==> config.mk <==
export PLATFORM = sky130hd
export DESIGN_NAME = link_word_packer
export DESIGN_NICKNAME = d
export VERILOG_FILES = /design/src/rtl/lwp_pkg.sv /design/src/rtl/lwp_mode_decode.sv /design/src/rtl/lwp_pair_gather.sv /design/src/rtl/lwp_word_format.sv /design/src/rtl/link_word_packer.sv
export SDC_FILE = /design/constraint.sdc
export NUM_CORES = 1
export LEC_CHECK = 0
export CORE_UTILIZATION = 53
export CTS_BUF_LIST = sky130_fd_sc_hd__clkbuf_8 sky130_fd_sc_hd__clkbuf_16
export CTS_CLUSTER_SIZE = 12
export DETAILED_ROUTE_END_ITERATION = 16
export PLACE_DENSITY = 0.86
export SLEW_MARGIN = 20
export SYNTH_ARGS = -nofsm -noshare
export SYNTH_HDL_FRONTEND = slang
export SYNTH_SLANG_ARGS = --single-unit
==> constraint.sdc <==
create_clock -name clk -period 5.8 [get_ports clk]
set_input_delay 0.87 -clock clk [delete_from_list [all_inputs] [get_ports clk]]
set_output_delay 0.87 -clock clk [all_outputs]
set_load 0.01 [all_outputs]
==> src/rtl/lwp_pkg.sv <==
// Shared constants and types for the link word packer.
// Assumes the widest link word is 32 bits and the check field is 6 bits.
package lwp_pkg;
    localparam int WORD_MAX  = 32;
    localparam int WIDE_W    = 32;
    localparam int HIBW_W    = 27;
    localparam int BASE_W    = 24;
    localparam int CHK_W     = 6;
    localparam int PKT_WIDE  = 40;
    localparam int PKT_NARW  = 30;
    localparam logic [CHK_W-1:0] CHK_POLY = 6'h03;

    typedef logic [WORD_MAX-1:0] word_t;
    typedef logic [5:0]          wcount_t;
endpackage

==> src/rtl/lwp_mode_decode.sv <==
// Turns the mode pins into word width, payload capacity and packet size.
// Assumes the pins are static inputs sampled by the caller; purely combinational.
module lwp_mode_decode
    import lwp_pkg::*;
(
    input  logic    mode_wide,
    input  logic    mode_hibw,
    input  logic    crc_en,
    output wcount_t word_w,
    output wcount_t cap_w,
    output wcount_t pkt_bits
);
    // Width, capacity and packet size selection.
    always_comb begin
        if (mode_wide)      word_w = wcount_t'(WIDE_W);
        else if (mode_hibw) word_w = wcount_t'(HIBW_W);
        else                word_w = wcount_t'(BASE_W);
        cap_w    = crc_en ? (word_w - wcount_t'(CHK_W)) : word_w;
        pkt_bits = mode_wide ? wcount_t'(PKT_WIDE) : wcount_t'(PKT_NARW);
    end
endmodule

==> src/rtl/lwp_pair_gather.sv <==
// Collects one pixel (single mode) or a pair of half-width pixels (paired
// mode) and presents the raw payload, with sync flags inline or separated.
// Assumes PIX_W is even; the first pixel of a pair lands in the low bits.
module lwp_pair_gather #(
    parameter int PIX_W = 16,
    localparam int HALF_W = PIX_W / 2,
    localparam int PAY_W  = PIX_W + 4
) (
    input  logic             clk,
    input  logic             rst_n,
    input  logic             mode_dbl,
    input  logic             sync_sep,
    input  logic             pix_valid,
    input  logic [PIX_W-1:0] pix_data,
    input  logic             pix_hs,
    input  logic             pix_vs,
    output logic             fire,
    output logic [PAY_W-1:0] payload,
    output logic             side_hs,
    output logic             side_vs
);
    logic              pend_q;
    logic [HALF_W-1:0] hold_d_q;
    logic              hold_hs_q;
    logic              hold_vs_q;

    // Track whether the first half of a pair is held, and capture it.
    always_ff @(posedge clk) begin
        if (!rst_n) begin
            pend_q    <= 1'b0;
            hold_d_q  <= '0;
            hold_hs_q <= 1'b0;
            hold_vs_q <= 1'b0;
        end else if (!mode_dbl) begin
            pend_q <= 1'b0;
        end else if (pix_valid) begin
            pend_q <= !pend_q;
            if (!pend_q) begin
                hold_d_q  <= pix_data[HALF_W-1:0];
                hold_hs_q <= pix_hs;
                hold_vs_q <= pix_vs;
            end
        end
    end

    // A word is ready on every single-mode pixel or on the second of a pair.
    assign fire = pix_valid && (!mode_dbl || pend_q);

    // Arrange the payload bits for the current mode.
    always_comb begin
        payload = '0;
        if (!mode_dbl) begin
            if (sync_sep) payload = PAY_W'(pix_data);
            else          payload = PAY_W'({pix_vs, pix_hs, pix_data});
        end else begin
            if (sync_sep) payload = PAY_W'({pix_data[HALF_W-1:0], hold_d_q});
            else          payload = PAY_W'({pix_vs, pix_hs, pix_data[HALF_W-1:0],
                                            hold_vs_q, hold_hs_q, hold_d_q});
        end
    end

    // Separated sync flags follow the first pixel of the word.
    always_comb begin
        side_hs = 1'b0;
        side_vs = 1'b0;
        if (sync_sep) begin
            side_hs = mode_dbl ? hold_hs_q : pix_hs;
            side_vs = mode_dbl ? hold_vs_q : pix_vs;
        end
    end
endmodule

==> src/rtl/lwp_word_format.sv <==
// Masks the payload to the capacity of the selected word and, when enabled,
// places a 6-bit CRC (x^6+x+1, zero seed, MSB first) in the top six bits.
// Assumes word_w is one of 24, 27 or 32; purely combinational.
module lwp_word_format
    import lwp_pkg::*;
#(
    parameter int PAY_W = 20
) (
    input  logic [PAY_W-1:0] payload,
    input  wcount_t          word_w,
    input  wcount_t          cap_w,
    input  logic             crc_en,
    output word_t            word
);
    localparam int CRC_SPAN = WORD_MAX - CHK_W;

    word_t             pay_ext;
    word_t             masked;
    logic [CHK_W-1:0]  crc;

    assign pay_ext = word_t'(payload);

    // Zero every bit at or above the payload capacity.
    always_comb begin
        for (int i = 0; i < WORD_MAX; i++) begin
            masked[i] = pay_ext[i] & (i < int'(cap_w));
        end
    end

    // Serial CRC over the masked payload, most significant bit first.
    always_comb begin
        logic fb;
        crc = '0;
        for (int i = CRC_SPAN - 1; i >= 0; i--) begin
            fb  = crc[CHK_W-1] ^ masked[i];
            crc = {crc[CHK_W-2:0], 1'b0} ^ (fb ? CHK_POLY : '0);
        end
    end

    // Merge the check field into the top of the selected width.
    always_comb begin
        word = masked;
        if (crc_en) word = masked | (word_t'(crc) << (word_w - wcount_t'(CHK_W)));
    end
endmodule

==> src/rtl/link_word_packer.sv <==
// Top level: packs parallel pixels into mode-dependent link words and
// registers them with a one-cycle valid strobe. Assumes mode pins stay
// steady while a word is formed; pairing is reset when pairing is cleared.
module link_word_packer
    import lwp_pkg::*;
#(
    parameter int PIX_W = 16,
    localparam int PAY_W = PIX_W + 4
) (
    input  logic             clk,
    input  logic             rst_n,
    input  logic             mode_wide,
    input  logic             mode_hibw,
    input  logic             mode_dbl,
    input  logic             crc_en,
    input  logic             sync_sep,
    input  logic             pix_valid,
    input  logic [PIX_W-1:0] pix_data,
    input  logic             pix_hs,
    input  logic             pix_vs,
    output logic             word_valid,
    output logic [31:0]      word_data,
    output logic             word_hs,
    output logic             word_vs,
    output logic [5:0]       pkt_bits
);
    wcount_t           word_w;
    wcount_t           cap_w;
    logic              fire;
    logic [PAY_W-1:0]  payload;
    logic              side_hs;
    logic              side_vs;
    word_t             word_nx;

    lwp_mode_decode u_dec (
        .mode_wide (mode_wide),
        .mode_hibw (mode_hibw),
        .crc_en    (crc_en),
        .word_w    (word_w),
        .cap_w     (cap_w),
        .pkt_bits  (pkt_bits)
    );

    lwp_pair_gather #(.PIX_W(PIX_W)) u_gather (
        .clk       (clk),
        .rst_n     (rst_n),
        .mode_dbl  (mode_dbl),
        .sync_sep  (sync_sep),
        .pix_valid (pix_valid),
        .pix_data  (pix_data),
        .pix_hs    (pix_hs),
        .pix_vs    (pix_vs),
        .fire      (fire),
        .payload   (payload),
        .side_hs   (side_hs),
        .side_vs   (side_vs)
    );

    lwp_word_format #(.PAY_W(PAY_W)) u_fmt (
        .payload (payload),
        .word_w  (word_w),
        .cap_w   (cap_w),
        .crc_en  (crc_en),
        .word    (word_nx)
    );

    // Output register: strobe, word and separated sync flags.
    always_ff @(posedge clk) begin
        if (!rst_n) begin
            word_valid <= 1'b0;
            word_data  <= '0;
            word_hs    <= 1'b0;
            word_vs    <= 1'b0;
        end else begin
            word_valid <= fire;
            word_hs    <= fire & side_hs;
            word_vs    <= fire & side_vs;
            if (fire) word_data <= word_nx;
        end
    end
endmodule

==> flow_summary_export.csv <==
group,metric,value,unit
status,status,"finished clean",
synthesis,synth-edff-count,0,
synthesis,netlist_area,2619,sq um
routing,drc_errors,0,
layout,utilization,70.44,%
critical_path,critical_path_required,5980,ps
timing,period_minus_slack,3769,ps
clock_tree,cts_root_buf,"clkbuf_8",
layout,final_nets,376,
layout,synthToLayoutAreaGrowth,27.04,%
floorplanning,die_w,72.29,microns
synthesis,synthCells,294,
routing,routedWlPerCell,15.00,microns
place,dpl.hpwl,4.534,mm
critical_path,end_kind,"flip-flop",
floorplanning,coreArea,4723,sq um
pwr,ir_drop,0.0001458,V
layout,nFillCells,380,
floorplanning,die-area,5226,sq um
timing,relSlewSlack,32.32,%
timing,period_share,64.98,%
critical_path,crit_type,"primary input to flip-flop",
critical_path,cp_data_arrival_time,3950,ps
routing,first_pass_iters,4,
clock_tree,postCtsHoldBufs,0,
floorplanning,io_pins,67,
place,io_buffers,64,
grt,grt_remaining_overflow,0,
layout,multiInputGateArea,1556,sq um
timing,grt_setup_unrepaired,"no",
place,finalWeightedCongestion,0.8624,
timing,holdWs,456.6,ps
layout,final_common_cell,"clkdlybuf4s50_1",
synthesis,synth.distinct_cells,54,
timing,slew_viol_final,0,
layout,drive_gt1_share,7.225,%
clock_tree,clockBufferDepth,2,
pwr,power_density,246.1,nW/um^2
synthesis,ys_warn_count,0,
floorplanning,die_h,72.29,microns
synthesis,ys.flop_type,"dfxtp_1",
hold_path,hp-start,"word_data[10]",
critical_path,cp_max_fo,6,
floorplanning,start_util,55.44,%
clock_tree,cts_tree,"done",
run,maxCapViolations,0,
critical_path,worst_setup_path_start_kind,"primary input",
clock_tree,clkSinkCount,46,
timing,setup_viol,0,
synthesis,ys_seq_area_share,35.16,%
synthesis,synth_fp_nets,325,
grt,first_global_vias,2183,
timing,max_clock_freq,265.3,MHz
clock_tree,post_cts_resized,0,
grt,antenna_found_initial,0,
clock_tree,post_cts_buffers,0,
routing,ant_nets,0,
clock_tree,htreeDepth,2,
pwr,cellLeakagePower,1.320,nW
hold_path,whs_path_depth,2,
critical_path,reg2reg_depth,7,
layout,diodes,0,
synthesis,syn_avg_cell_area,8.907,sq um
critical_path,rr_startpoint,"u_gather.hold_vs_q",
timing,setup_tns,0,ps
critical_path,startpoint,"crc_en",
grt,grt_max_degree,33,
routing,finalWirelength,6.194,mm
floorplanning,rows,25,
timing,finalClockSkew,2.580,ps
routing,avgViaCountPerCell,5.390,
routing,vias,2226,
pwr,p_total,0.0008186,W
clock_tree,numCtsBuffers,5,
hold_path,min_path_type,"flip-flop to flip-flop",
grt,grt_pass1_wl,10.24,mm
clock_tree,clkLatencyLatePin,310,ps
synthesis,synthArstFlopShare,0,%
synthesis,synth-seq-cells,46,
clock_tree,clk_pin_slew,80,ps
layout,layout_common_cells,"clkdlybuf4s50_1 (64), dfxtp_1 (46), nor2_1 (42)",
grt,track_usage,25.46,%
place,postPlaceCellArea,3236,sq um
layout,seq_area,920.9,sq um
timing,timing.final.hold_violations,0,
routing,drt_iter0_drc,139,
timing,worstMarginPinSlew,1014,ps
layout,fin_area,3327,sq um
state kept, by name (all words and copies together) (netlist names):
signal	cells
u_gather.hold_vs_q	1
word_vs	1
u_gather.hold_hs_q	1
u_gather.pend_q	1
word_valid	1
u_gather.hold_d_q	8
word_data	32
word_hs	1
where the power goes:
group,switching (W),leakage [nW],internal (W)
Sequential,0.00000978,0.375,0.000333
Clock,0.000110,0.0524,0.0000945
Combinational,0.000136,0.892,0.000135
Total,0.000256,1.32,0.000562
cell type report:
type,count,share of cell area [%]
tap,67,2.520
inverter,5,0.5641
timing repair buffer,66,19.71
clock buffer,6,2.482
clock inverter,2,0.2633
multi-input combinational,221,46.78
sequential,46,27.68
critical path, cell delays in order:
cell and delay [ps]:
clkdlybuf4s50_1 580, inv_1 130, ha_1 330, or4_4 540
and3_4 210, or3_1 340, a31o_2 260, xnor3_2 380
xor2_2 190, o221ai_2 120
metal layers:
metal | vias up | global-route usage, % | wire length (microns) | share of wire (%)
met4 | 0 | 8.497 | 104 | 1.7
met5 | - | 0 | 0 | 0
met2 | 59 | 42.78 | 3094 | 50
met1 | 1052 | 32.60 | 2744 | 44
met3 | 10 | 5.278 | 250 | 4.0
li1 | 1105 | - | - | -
metrics by stage:
step / cells / setup slack, ps
finish: 413 / 2031
global route: 413 / 1803
CTS: 413 / 2034
detailed placement: 405 / 1718
global placement: 405 / 1738
floorplan: 294 / 2444
worst paths after layout:
path                         to  slack (ps)
hold reg to reg   word_data[10]         460
setup / recovery  word_data[23]        2030
hold / removal    word_data[10]         460
setup reg to reg  word_data[26]        3670
synth_stat cells, drive strengths merged (4+ instances only):
cell type | instances | area (sq um)
dfxtp | 46 | 920.9
a21oi | 19 | 95.09
nor3 | 4 | 25.02
clkbuf | 10 | 37.54
xor2 | 8 | 77.58
buf | 12 | 85.08
nand2b | 4 | 25.02
inv | 4 | 15.01
xnor3 | 4 | 92.59
mux2i | 26 | 264.0
nand3 | 4 | 20.02
nand2 | 27 | 101.4
nor2b | 4 | 25.02
nor2 | 42 | 157.7
a211oi | 8 | 60.06
o21ai | 13 | 65.06
xnor2 | 17 | 156.4
ha | 5 | 62.56
o221ai | 4 | 41.29
kinds of logic (layout without fill, tap and decap cells):
group,count (synthesis),after routing,share of synthesized area [%]
other,2,2,0.2868
xor gates and xnor gates,30,30,13.38
buffers and inverters,27,79,5.399
DFF,46,46,35.16
adders and majority gates,5,5,2.389
and+or+nand+nor,96,96,16.87
AOI/OAI and AO/OA,60,60,15.43
muxes,28,28,11.08
(Power assumes the default switching activity.)
